File: config.mk
export PLATFORM = sky130hd
export DESIGN_NAME = rst_sequencer
export DESIGN_NICKNAME = d
export VERILOG_FILES = /design/src/rtl/rst_seq_pkg.sv /design/src/rtl/rst_seq_sync.sv /design/src/rtl/rst_seq_mr_filter.sv /design/src/rtl/rst_seq_assert_dly.sv /design/src/rtl/rst_seq_release.sv /design/src/rtl/rst_sequencer.sv
export SDC_FILE = /design/constraint.sdc
export NUM_CORES = 1
export LEC_CHECK = 0
export BUFFER_PORTS_ARGS = -buffer_cell sky130_fd_sc_hd__clkbuf_2
export CELL_PAD_IN_SITES_DETAIL_PLACEMENT = 0
export CELL_PAD_IN_SITES_GLOBAL_PLACEMENT = 1
export CORE_ASPECT_RATIO = 0.75
export CORE_MARGIN = 2
export CORE_UTILIZATION = 44
export DETAILED_ROUTE_END_ITERATION = 8
export PLACE_DENSITY_LB_ADDON = 0.15
export SLEW_MARGIN = 15
export SYNTH_ARGS = -nofsm -noshare
export SYNTH_HDL_FRONTEND = slang
export SYNTH_HIERARCHICAL = 1
export SYNTH_SLANG_ARGS = --single-unit
File: constraint.sdc
create_clock -name clk -period 1.7 [get_ports clk]
set_input_delay 0.255 -clock clk [delete_from_list [all_inputs] [get_ports clk]]
set_output_delay 0.255 -clock clk [all_outputs]
set_load 0.03 [all_outputs]
File: src/rtl/rst_seq_pkg.sv
package rst_seq_pkg;

   // bits needed to hold the values 0..n
   function automatic int unsigned span_bits(input int unsigned n);
      return (n < 2) ? 1 : $clog2(n + 1);
   endfunction

   localparam int unsigned SYNC_MIN = 2;

endpackage

File: src/rtl/rst_seq_sync.sv
module rst_seq_sync #(
   parameter int unsigned STAGES = 2
) (
   input  logic clk,
   input  logic por_n,
   input  logic d_i,
   output logic q_o
);
   import rst_seq_pkg::*;

   generate
      if (STAGES < SYNC_MIN) begin : g_bad_stages
         $error("rst_seq_sync: STAGES must be at least 2");
      end
   endgenerate

   logic [STAGES-1:0] chain_q;

   // preset to the inactive (high) level so power-on never looks like a press
   always_ff @(posedge clk or negedge por_n) begin
      if (!por_n) chain_q <= '1;
      else        chain_q <= {chain_q[STAGES-2:0], d_i};
   end

   assign q_o = chain_q[STAGES-1];
endmodule

File: src/rtl/rst_seq_mr_filter.sv
module rst_seq_mr_filter #(
   parameter int unsigned FILTER_CYC = 4
) (
   input  logic clk,
   input  logic por_n,
   input  logic mr_sync_n_i,
   output logic qual_o
);
   import rst_seq_pkg::*;

   localparam int unsigned FW = span_bits(FILTER_CYC);
   localparam logic [FW-1:0] LAST = FW'(FILTER_CYC - 1);
   localparam logic [FW-1:0] TOP  = FW'(FILTER_CYC);

   generate
      if (FILTER_CYC < 1) begin : g_bad_filter
         $error("rst_seq_mr_filter: FILTER_CYC must be at least 1");
      end
   endgenerate

   logic [FW-1:0] low_cnt_q;
   logic          qual_q;

   always_ff @(posedge clk or negedge por_n) begin
      if (!por_n) begin
         low_cnt_q <= '0;
         qual_q    <= 1'b0;
      end else if (mr_sync_n_i) begin
         low_cnt_q <= '0;
         qual_q    <= 1'b0;
      end else begin
         if (low_cnt_q != TOP) low_cnt_q <= low_cnt_q + FW'(1);
         qual_q <= (low_cnt_q >= LAST);
      end
   end

   assign qual_o = qual_q;
endmodule

File: src/rtl/rst_seq_assert_dly.sv
module rst_seq_assert_dly #(
   parameter int unsigned DELAY_CYC = 3
) (
   input  logic clk,
   input  logic por_n,
   input  logic qual_i,
   output logic req_o
);
   import rst_seq_pkg::*;

   generate
      if (DELAY_CYC < 1) begin : g_bad_delay
         $error("rst_seq_assert_dly: DELAY_CYC must be at least 1");
      end

      if (DELAY_CYC == 1) begin : g_single
         logic req_q;
         always_ff @(posedge clk or negedge por_n) begin
            if (!por_n) req_q <= 1'b0;
            else        req_q <= qual_i;
         end
         assign req_o = req_q;
      end else begin : g_count
         localparam int unsigned DW = span_bits(DELAY_CYC);
         localparam logic [DW-1:0] LAST = DW'(DELAY_CYC - 1);
         localparam logic [DW-1:0] TOP  = DW'(DELAY_CYC);
         logic [DW-1:0] dly_q;
         logic          req_q;
         always_ff @(posedge clk or negedge por_n) begin
            if (!por_n) begin
               dly_q <= '0;
               req_q <= 1'b0;
            end else if (!qual_i) begin
               dly_q <= '0;
               req_q <= 1'b0;
            end else begin
               if (dly_q != TOP) dly_q <= dly_q + DW'(1);
               req_q <= (dly_q >= LAST);
            end
         end
         assign req_o = req_q;
      end
   endgenerate
endmodule

File: src/rtl/rst_seq_release.sv
module rst_seq_release #(
   parameter int unsigned TIMEOUT_CYC = 10
) (
   input  logic clk,
   input  logic por_n,
   input  logic cause_i,
   output logic rst_n_o
);
   import rst_seq_pkg::*;

   generate
      if (TIMEOUT_CYC < 1) begin : g_bad_timeout
         $error("rst_seq_release: TIMEOUT_CYC must be at least 1");
      end

      if (TIMEOUT_CYC == 1) begin : g_direct
         logic rst_n_q;
         always_ff @(posedge clk or negedge por_n) begin
            if (!por_n) rst_n_q <= 1'b0;
            else        rst_n_q <= !cause_i;
         end
         assign rst_n_o = rst_n_q;
      end else begin : g_timed
         localparam int unsigned TW = span_bits(TIMEOUT_CYC - 1);
         localparam logic [TW-1:0] LAST = TW'(TIMEOUT_CYC - 1);
         logic [TW-1:0] quiet_q;
         logic          rst_n_q;
         always_ff @(posedge clk or negedge por_n) begin
            if (!por_n) begin
               quiet_q <= '0;
               rst_n_q <= 1'b0;
            end else if (cause_i) begin
               quiet_q <= '0;
               rst_n_q <= 1'b0;
            end else if (!rst_n_q) begin
               if (quiet_q == LAST) begin
                  quiet_q <= '0;
                  rst_n_q <= 1'b1;
               end else begin
                  quiet_q <= quiet_q + TW'(1);
               end
            end
         end
         assign rst_n_o = rst_n_q;
      end
   endgenerate
endmodule

File: src/rtl/rst_sequencer.sv
module rst_sequencer #(
   parameter int unsigned FILTER_CYC  = 1250,
   parameter int unsigned DELAY_CYC   = 600,
   parameter int unsigned TIMEOUT_CYC = 7000000,
   parameter int unsigned SYNC_STAGES = 2
) (
   input  logic clk,
   input  logic por_n,
   input  logic sup_low,
   input  logic mr_raw_n,
   output logic rst_n
);
   logic mr_sync_n;
   logic mr_qual;
   logic mr_req;
   logic cause;

   rst_seq_sync #(.STAGES(SYNC_STAGES)) u_sync (
      .clk   (clk),
      .por_n (por_n),
      .d_i   (mr_raw_n),
      .q_o   (mr_sync_n)
   );

   rst_seq_mr_filter #(.FILTER_CYC(FILTER_CYC)) u_filter (
      .clk         (clk),
      .por_n       (por_n),
      .mr_sync_n_i (mr_sync_n),
      .qual_o      (mr_qual)
   );

   rst_seq_assert_dly #(.DELAY_CYC(DELAY_CYC)) u_delay (
      .clk    (clk),
      .por_n  (por_n),
      .qual_i (mr_qual),
      .req_o  (mr_req)
   );

   assign cause = sup_low | mr_req;

   rst_seq_release #(.TIMEOUT_CYC(TIMEOUT_CYC)) u_release (
      .clk     (clk),
      .por_n   (por_n),
      .cause_i (cause),
      .rst_n_o (rst_n)
   );
endmodule

==> key figures, run 1 <==
Route
  • Post-DR wirelength/cell: 16.38 um
  • WL final: 7681 um
  • TritonRoute pass-1 iters: 5
  • Wire length on met1: 4059 um
  • Highest routed layer: met4
  • DR vias/cell: 5.949
  • Number of remaining DRC errors: 0
  • DRT antenna net count: 0
  • Met2 WL: 3188 um
  • DR vias: 2790
  • Iteration-0 DRC Markers: 243
  • Met3 Routed Length: 373 um

Clock network
  • Htree depth: 2
  • Root Buffer Master: clkbuf_8
  • TritonCTS sink count: 49
  • Clock tree buffer depth: 2
  • Clock transition at path regs: 0.10 ns
  • Cts bufs inserted: 5
  • CTS tree: yes
  • Worst-skew pair later-pin latency: 0.31 ns

Placed design
  • IO buf count: 4
  • Placed cell areas: 3458 um^2
  • Detailed placement HPWL: 5353 um
  • Final RePlAce weighted congestion: 0.8583

Setup path
  • CP max FO: 4
  • CP required: 1.90 ns
  • CP Launch Type: flip-flop
  • Reg2reg end: u_release/g_timed.quiet_q[18]
  • R2r setup slk: -0.05 ns
  • Critical path type: flip-flop to flip-flop
  • Worst r2r src: u_release/g_timed.quiet_q[0]
  • Reg2Reg Depth: 7
  • Crit path capture type: flip-flop
  • Crit path DAT: 1.95 ns

Timing
  • Final setup fails: 4
  • Setup ws final: -0.04953 ns
  • RSZ-0062 raised after global routing: true
  • Clk_skew: 0.009902 ns
  • Relative slew slack: 0.6410
  • Final Hold Fails: 0
  • Pins Over Slew Limit: 0
  • Fin crit share: 1.029
  • Minimum clock period: 1.750 ns
  • Slew @ Worst Pin: 0.5385 ns
  • Max Freq: 571.6 MHz

Power
  • PD cells: 555.2 nW/um^2
  • Leakage: 1.563 nW
  • Clk pwr share: 0.359
  • P_int: 1.571 mW
  • Total Power: 2.088 mW
  • Sequential share of power: 0.576
  • Combinational Power Share: 0.065
  • P_sw: 0.5168 mW
  • VDD IR max: 0.4623 mV
  • Switching share of power: 0.2475

Yosys
  • Number of library cell types mapped by synthesis: 58
  • Syn Area/Cell: 9.218 um^2
  • Largest cells by area after synthesis: dfrtp_1, nand3_1, nand2_1, nor2_1, o211ai_1
  • Yosys top cell by area: dfrtp_1
  • Synth Flop Type: dfrtp_1
  • Seq/Total Area, Yosys: 0.4152
  • Count leader, synth: dfrtp_1
  • Async SR Flop Fraction: 1.000
  • YS warnings: 6
  • Synth Cell Area: 2959 um^2
  • #FFs+latches synth: 49
  • Top post-synthesis cells by count: dfrtp_1, nand3_1, nand2_1, nor2_1, a21oi_1
  • Cells after Synth: 321
  • Synthesized net count: 331
  • Post-synth EDFFs: 0
  • Top cell type's share of synthesized area: 0.3975

Cells and area
  • Area grow syn2layout: 27.10%
  • Design Area, Final: 3761 um^2
  • Nets: 397
  • # diodes: 0
  • Layout cells sized above 1: 0.2964

GRT
  • Global route total overflow: 0
  • Total Routing Usage GR: 0.2183
  • Largest net degree at the start of global routing: 50
  • Vias in the first global route: 2512
  • Initial antenna violation count: 0
  • First-pass GRT wire length: 12710 um

Floorplanning
  • Die extent in y: 75.02 um
  • Die ar.: 7404 um^2
  • Rows: 25
  • Core area: 6412 um^2
  • Top Ports: 5
  • Die width: 98.70 um
  • Initial Util: 0.4615

Min path
  • Hold crit path type: primary input to flip-flop
  • WHS Path Cells: 1
  • Worst Hold End: u_sync/chain_q[0]
  • HP Start: mr_raw_n

Status
  • Outcome: finished with violations
  • Failing checks: negative setup slack

Job
  • Max_cap viols: 0
stage by stage:
step | util | cells | TNS, ns | setup WS (ns) | hold WS (ns)
detailed placement | 0.5393 | 451 | -0.3864 | -0.1255 | 0.2712
global placement | 0.5393 | 451 | -0.1609 | -0.05940 | 0.2741
finish | 0.5865 | 469 | -0.1633 | -0.04953 | 0.02684
global route | 0.5865 | 469 | -0.6602 | -0.1034 | 0.008177
CTS | 0.5721 | 465 | -0.3350 | -0.05515 | 0.01415
floorplan | - | 321 | 0 | 0.0009046 | -0.04059
kinds of logic after synthesis:
group | count (synthesis) | share of synthesized area
buf+inv | 26 | 0.04820
fa+ha+maj | 6 | 0.02537
compound gates | 61 | 0.1319
mux | 9 | 0.03129
flops | 49 | 0.4152
simple gates | 163 | 0.3273
xor+xnor | 7 | 0.02072
cells in the final DEF (no fill, tap or decap), types with 4 or more instances in the layout:
cell      Yosys  routed
o21ai_0      13       9
nand3_1      26      24
o31ai_1       5       5
and4_1        5       5
buf_6         2       5
nand2_1      24      24
mux2i_1       7       7
clkbuf_8      3       6
nand2b_1      4       4
nor2b_1       9       9
nand4_1      11      11
dfrtp_2       0       5
clkbuf_2      0       4
buf_4         0      60
inv_1        13      13
a21oi_1      16      16
nor4_1       10       7
o211ai_1     11      11
ha_1          6       5
nor2_1       22      22
or3_1         6       6
nor4_2        1       4
xnor2_1       4       4
or4_1         8       6
nor3_1       10       8
o21ai_1       0       4
dfrtp_1      47      42
worst max-delay path, stage by stage (launching register included):
cell,delay (ns)
dfrtp_2,0.42
ha_4,0.16
nand4_1,0.18
buf_4,0.20
nor4_2,0.17
buf_4,0.19
a21boi_2,0.05
a221o_1,0.26
state kept, by name (all words and copies together), names as in the netlist:
signal	flops
u_filter/qual_o	1
u_filter/low_cnt_q	11
u_release/g_timed.quiet_q	23
u_sync/chain_q	2
u_delay/req_o	1
u_delay/g_count.dly_q	10
u_release/rst_n_o	1
repair_timing:
| action | CTS | global route |
|---|---|---|
| gates cloned | 0 | 1 |
| setup endpoints to repair | 14 | 20 |
| hold buffers | 1 | 0 |
| pin swaps | 8 | 13 |
| setup buffers | 5 | 4 |
| resized for setup | 14 | 19 |
| hold endpoints to repair | 47 | 0 |
power by group through the flow:
| stage | sequential, mW | clock, mW | combinational, mW |
|---|---|---|---|
| after CTS | 1.20 | 0.770 | 0.131 |
| final | 1.20 | 0.750 | 0.135 |
| after detailed placement | 1.22 | 0 | 0.127 |
| after global routing | 1.21 | 0.806 | 0.153 |
| after floorplan | 1.22 | 0 | 0.0657 |
| after global placement | 1.22 | 0 | 0.127 |
cell type report:
class | count | area (um^2)
clock buffer | 6 | 82.58
clock inverter | 2 | 13.76
fill | 565 | 2651
inverter | 13 | 48.80
multi-input combinational | 246 | 1703
sequential | 49 | 1235
tap | 81 | 101.3
timing repair buffer | 72 | 576.8
worst max-delay path by stage:
stage / from / end / slack [ns] / depth (start not counted)
6_report: u_release/g_timed.quiet_q[0] / u_release/g_timed.quiet_q[18] / -0.05 / 7
3_3_place_gp: u_release/g_timed.quiet_q[1] / u_release/g_timed.quiet_q[16] / -0.06 / 6
4_1_cts: u_release/g_timed.quiet_q[8] / u_release/g_timed.quiet_q[14] / -0.06 / 5
5_1_grt: u_release/g_timed.quiet_q[8] / u_release/g_timed.quiet_q[14] / -0.10 / 5
3_5_place_dp: u_release/g_timed.quiet_q[9] / u_release/g_timed.quiet_q[14] / -0.13 / 5
2_1_floorplan: u_release/g_timed.quiet_q[9] / u_release/g_timed.quiet_q[14] / 0.0009 / 4
layer usage:
layer / GRT usage / up-vias
li1: - / 1342
met1: 0.3437 / 1370
met2: 0.3091 / 74
met3: 0.03343 / 4
met4: 0.06545 / 0
met5: 0 / -
Power figures use the tool's default switching activity.
==> inputs of run 2 (changes only) <==
==> constraint.sdc (replaced) <==
create_clock -name clk -period 1.5 [get_ports clk]
set_input_delay 0.225 -clock clk [delete_from_list [all_inputs] [get_ports clk]]
set_output_delay 0.225 -clock clk [all_outputs]
set_load 0.03 [all_outputs]
==> key figures, run 2 (same netlist as run 1, synthesis figures left out) <==
Status
  • Outcome: finished with violations
  • Failing checks: negative setup slack

Power
  • P_sw: 0.5788 mW
  • P_int: 1.929 mW
  • VDD IR max: 0.4715 mV
  • Leakage: 1.626 nW
  • Combinational Power Share: 0.079
  • Sequential share of power: 0.545
  • Switching share of power: 0.2308
  • Total Power: 2.508 mW
  • Clk pwr share: 0.377
  • PD cells: 623.0 nW/um^2

Floorplanning
  • Die width: 98.70 um
  • Die ar.: 7404 um^2
  • Rows: 25
  • Top Ports: 5
  • Die extent in y: 75.02 um
  • Core area: 6412 um^2
  • Initial Util: 0.4615

Clock network
  • Worst-skew pair later-pin latency: 0.30 ns
  • Htree depth: 2
  • CTS tree: yes
  • Cts bufs inserted: 5
  • TritonCTS sink count: 49
  • Clock tree buffer depth: 2
  • Root Buffer Master: clkbuf_8
  • Clock transition at path regs: 0.09 ns

GRT
  • Global route total overflow: 0
  • Initial antenna violation count: 0
  • Vias in the first global route: 2657
  • Largest net degree at the start of global routing: 50
  • First-pass GRT wire length: 13170 um
  • Total Routing Usage GR: 0.2261

Route
  • DRT antenna net count: 0
  • DR vias: 2825
  • Iteration-0 DRC Markers: 116
  • Number of remaining DRC errors: 0
  • Post-DR wirelength/cell: 16.48 um
  • TritonRoute pass-1 iters: 4
  • DR vias/cell: 5.801
  • WL final: 8028 um

Setup path
  • Critical path type: flip-flop to flip-flop
  • CP Launch Type: flip-flop
  • Crit path capture type: flip-flop
  • CP required: 1.64 ns
  • CP max FO: 5
  • Crit path DAT: 1.98 ns

Timing
  • Final Hold Fails: 0
  • Setup ws final: -0.3371 ns
  • RSZ-0062 raised after global routing: true
  • Slew @ Worst Pin: 0.4586 ns
  • Relative slew slack: 0.6914
  • Fin crit share: 1.225
  • Minimum clock period: 1.837 ns
  • Clk_skew: 0.008567 ns
  • Pins Over Slew Limit: 0
  • Max Freq: 544.3 MHz
  • Min Hold Slack: 0.3607 ns
  • Final setup fails: 24

Cells and area
  • # diodes: 0
  • Design Area, Final: 4026 um^2
  • Reg with most FFs: u_release/g_timed.quiet_q
  • Final core utilization: 0.6279
  • Most common cell after layout, fill and taps aside: buf_4
  • Nets: 415
  • Area grow syn2layout: 36.07%
  • Most frequent cells in the layout: buf_4, dfrtp_1, nand2_1
  • Layout cells sized above 1: 0.3695
  • Largest register FFs: 23
  • Top flop regs: u_release/g_timed.quiet_q x23, u_filter/low_cnt_q x11, u_delay/g_count.dly_q x10

Placed design
  • Final RePlAce weighted congestion: 0.8284
  • IO buf count: 4
  • Placed cell areas: 3546 um^2
  • Dpl ws: -0.2556 ns
  • Detailed placement HPWL: 5415 um

Job
  • Max_cap viols: 0

Min path
  • Hold crit path type: flip-flop to flip-flop
## run 2: cell count changes in the layout (fill, tap and decap cells not counted), moves of 4 or more
cell,before,now
nor4_2,4,0
a21oi_2,0,4
dfrtp_1,42,38
dfrtp_2,5,9
buf_4,60,74
a21oi_1,16,12
## run 2: power groups by stage
| stage | registers, mW | logic [mW] | clock network [mW] |
|---|---|---|---|
| 3_5_place_dp | 1.38 | 0.152 | 0 |
| 2_1_floorplan | 1.38 | 0.0750 | 0 |
| 6_report | 1.37 | 0.197 | 0.944 |
| 4_1_cts | 1.36 | 0.165 | 0.971 |
| 5_1_grt | 1.37 | 0.221 | 1.03 |
| 3_3_place_gp | 1.38 | 0.151 | 0 |
## run 2: critical path: stages (launching register included)
cell and delay (ns):
dfrtp_1 0.42, buf_4 0.15, nor4bb_1 0.29, nand4_1 0.22, buf_2 0.23, o21ai_0 0.19
nand4_1 0.19
## run 2: what timing repair did
| action | CTS | global route |
|---|---|---|
| setup endpoints to repair | 23 | 33 |
| gates cloned | 1 | 0 |
| resized for setup | 23 | 31 |
| pin swaps | 17 | 15 |
| hold buffers | 2 | 0 |
| buffers inserted | 7 | 9 |
| endpoints found under the hold margin | 48 | 0 |
## run 2: cell type report
cell class / count / area [um^2]
multi-input combinational: 246 / 1809
timing repair buffer: 90 / 719.4
inverter: 13 / 48.80
sequential: 49 / 1240
clock buffer: 6 / 72.57
clock inverter: 2 / 35.03
fill: 560 / 2386
tap: 81 / 101.3
## run 2: stage by stage
step | instances | TNS [ns]
floorplan | 321 | -0.8523
global placement | 461 | -4.774
detailed placement | 461 | -4.247
CTS | 479 | -3.657
global route | 487 | -5.290
finish | 487 | -4.456
## run 2: final timing paths
kind / slack, ns / endpoint / startpoint / cells past startpoint
worst max-delay path: -0.34 / u_release/g_timed.quiet_q[17] / u_release/g_timed.quiet_q[12] / 6
worst min-delay path: 0.36 / u_sync/chain_q[1] / u_sync/chain_q[0] / 0
worst max register to register: -0.34 / u_release/g_timed.quiet_q[17] / u_release/g_timed.quiet_q[12] / 6
worst min register to register: 0.36 / u_sync/chain_q[1] / u_sync/chain_q[0] / 0
max in group asynchronous: 0.76 / u_sync/chain_q[0] / por_n / 3
min in group asynchronous: 0.44 / u_delay/g_count.dly_q[3] / por_n / 3
## run 2: per-layer routing
metal	global-route usage	up-vias	wire, um
met5	0	-	0
met4	0.04871	0	65
met3	0.03900	9	394
met2	0.3394	66	3459
met1	0.3459	1374	4109
li1	-	1376	-
==> inputs of run 3 (changes only) <==
--- a/config.mk
+++ b/config.mk
@@ -10,7 +10,7 @@
 export CELL_PAD_IN_SITES_GLOBAL_PLACEMENT = 1
 export CORE_ASPECT_RATIO = 0.75
 export CORE_MARGIN = 2
-export CORE_UTILIZATION = 44
+export CORE_UTILIZATION = 53
 export DETAILED_ROUTE_END_ITERATION = 8
 export PLACE_DENSITY_LB_ADDON = 0.15
 export SLEW_MARGIN = 15
==> constraint.sdc (replaced) <==
create_clock -name clk -period 2.25 [get_ports clk]
set_input_delay 0.3375 -clock clk [delete_from_list [all_inputs] [get_ports clk]]
set_output_delay 0.3375 -clock clk [all_outputs]
set_load 0.03 [all_outputs]
==> key figures, run 3 (same netlist as run 1, synthesis figures left out) <==
Route
  • Iteration-0 DRC Markers: 173
  • DRT antenna net count: 0
  • Post-DR wirelength/cell: 15.89 um
  • DR vias: 2492
  • Number of remaining DRC errors: 0
  • DR vias/cell: 6.153
  • TritonRoute pass-1 iters: 5
  • WL final: 6434 um

Clock network
  • Root Buffer Master: clkbuf_8
  • Hold Buf Count CTS: 0
  • CTS tree: yes
  • Clock tree buffer depth: 2
  • Setup bufs post-CTS: 0
  • Cts bufs inserted: 5
  • TritonCTS sink count: 49
  • Post_cts resized: 0
  • Htree depth: 2
  • Clock transition at path regs: 0.09 ns
  • Worst-skew pair later-pin latency: 0.30 ns

Cells and area
  • Layout cells sized above 1: 0.1091
  • Register Area: 1229 um^2
  • Nets: 339
  • FILL cells: 469
  • Largest register FFs: 23
  • Multi-input logic area: 1588 um^2
  • Area grow syn2layout: 7.569%
  • Most frequent cells in the layout: dfrtp_1, nand3_1, nand2_1
  • Most common cell after layout, fill and taps aside: dfrtp_1
  • Reg with most FFs: u_release/g_timed.quiet_q
  • # diodes: 0
  • Top flop regs: u_release/g_timed.quiet_q x23, u_filter/low_cnt_q x11, u_delay/g_count.dly_q x10

Timing
  • Final Hold Fails: 0
  • Relative slew slack: 0.6278
  • Minimum clock period: 1.988 ns
  • Setup TNS Final: 0 ns
  • Max Freq: 503.1 MHz
  • RSZ-0062 raised after global routing: false
  • Slew @ Worst Pin: 0.5532 ns
  • Clk_skew: 0.005620 ns
  • Final setup fails: 0
  • Fin crit share: 0.8834
  • Pins Over Slew Limit: 0

Power
  • Leakage: 1.222 nW
  • PD cells: 513.6 nW/um^2
  • Total Power: 1.635 mW
  • VDD IR max: 0.3806 mV

Floorplanning
  • Die width: 90.28 um
  • Top Ports: 5
  • Die ar.: 6203 um^2
  • Core area: 5353 um^2
  • Rows: 23
  • Initial Util: 0.5528
  • Die extent in y: 68.71 um

Setup path
  • CP required: 2.44 ns
  • Crit path DAT: 2.18 ns
  • Critical path type: flip-flop to flip-flop
  • CP Launch Type: flip-flop
  • Crit path capture type: flip-flop
  • CP max FO: 6

GRT
  • Global route total overflow: 0
  • Total Routing Usage GR: 0.2196
  • Initial antenna violation count: 0
  • Vias in the first global route: 2095
  • First-pass GRT wire length: 10690 um
  • Largest net degree at the start of global routing: 38

Job
  • Max_cap viols: 0

Placed design
  • Final RePlAce weighted congestion: 0.8566
  • IO buf count: 4
  • Detailed placement HPWL: 4429 um

Min path
  • Hold crit path type: primary input to asynchronous set/reset pin

Status
  • Outcome: finished clean
run 3: metal layers:
metal	global-route usage	wire [um]	vias to the layer above
li1	-	-	1227
met4	0.05577	60	0
met3	0.03804	349	6
met1	0.3391	3344	1188
met5	0	0	-
met2	0.3195	2680	71
run 3: worst paths after layout:
| check | startpoint | to | slack, ns | cells after the start |
|---|---|---|---|---|
| max in group asynchronous | por_n | u_release/g_timed.quiet_q[9] | 1.70 | 2 |
| min | por_n | u_filter/low_cnt_q[3] | 0.01 | 1 |
| max | u_release/g_timed.quiet_q[0] | u_release/g_timed.quiet_q[18] | 0.26 | 5 |
| max reg2reg | u_release/g_timed.quiet_q[0] | u_release/g_timed.quiet_q[18] | 0.26 | 5 |
| min in group clk | mr_raw_n | u_sync/chain_q[0] | 0.11 | 1 |
| min reg2reg | u_sync/chain_q[0] | u_sync/chain_q[1] | 0.36 | 0 |
run 3: worst max-delay path, stage by stage, from the launching register on:
cell	delay (ns)
dfrtp_1	0.41
ha_1	0.27
nand4_1	0.21
nor4_1	0.53
a21boi_0	0.17
a221o_1	0.28
run 3: power breakdown:
group          switching, mW  internal [mW]
clock network          0.287          0.363
logic                 0.0466         0.0283
registers             0.0185          0.892
total                  0.352           1.28
run 3: area by class of cell:
type,instances,area share
clock buffers,7,0.02712
well taps,75,0.02948
repair buffers,14,0.03380
clock inverters,1,0.009434
inverters,13,0.01533
multi-input cells,246,0.4988
flip-flops and latches,49,0.3860
run 3: through the flow:
stage                     instance area [um^2]  instances  setup slack (ns)    util  hold WS, ns
final                                     3183        405            0.2624  0.5947      0.01275
after floorplan                           2959        321            0.5322       -      0.04191
after global routing                      3183        405            0.1626  0.5947      0.04651
after detailed placement                  3067        397            0.3326  0.5729       0.3482
after global placement                    3067        397            0.3904  0.5729       0.3470
after CTS                                 3183        405            0.3150  0.5947      0.02309
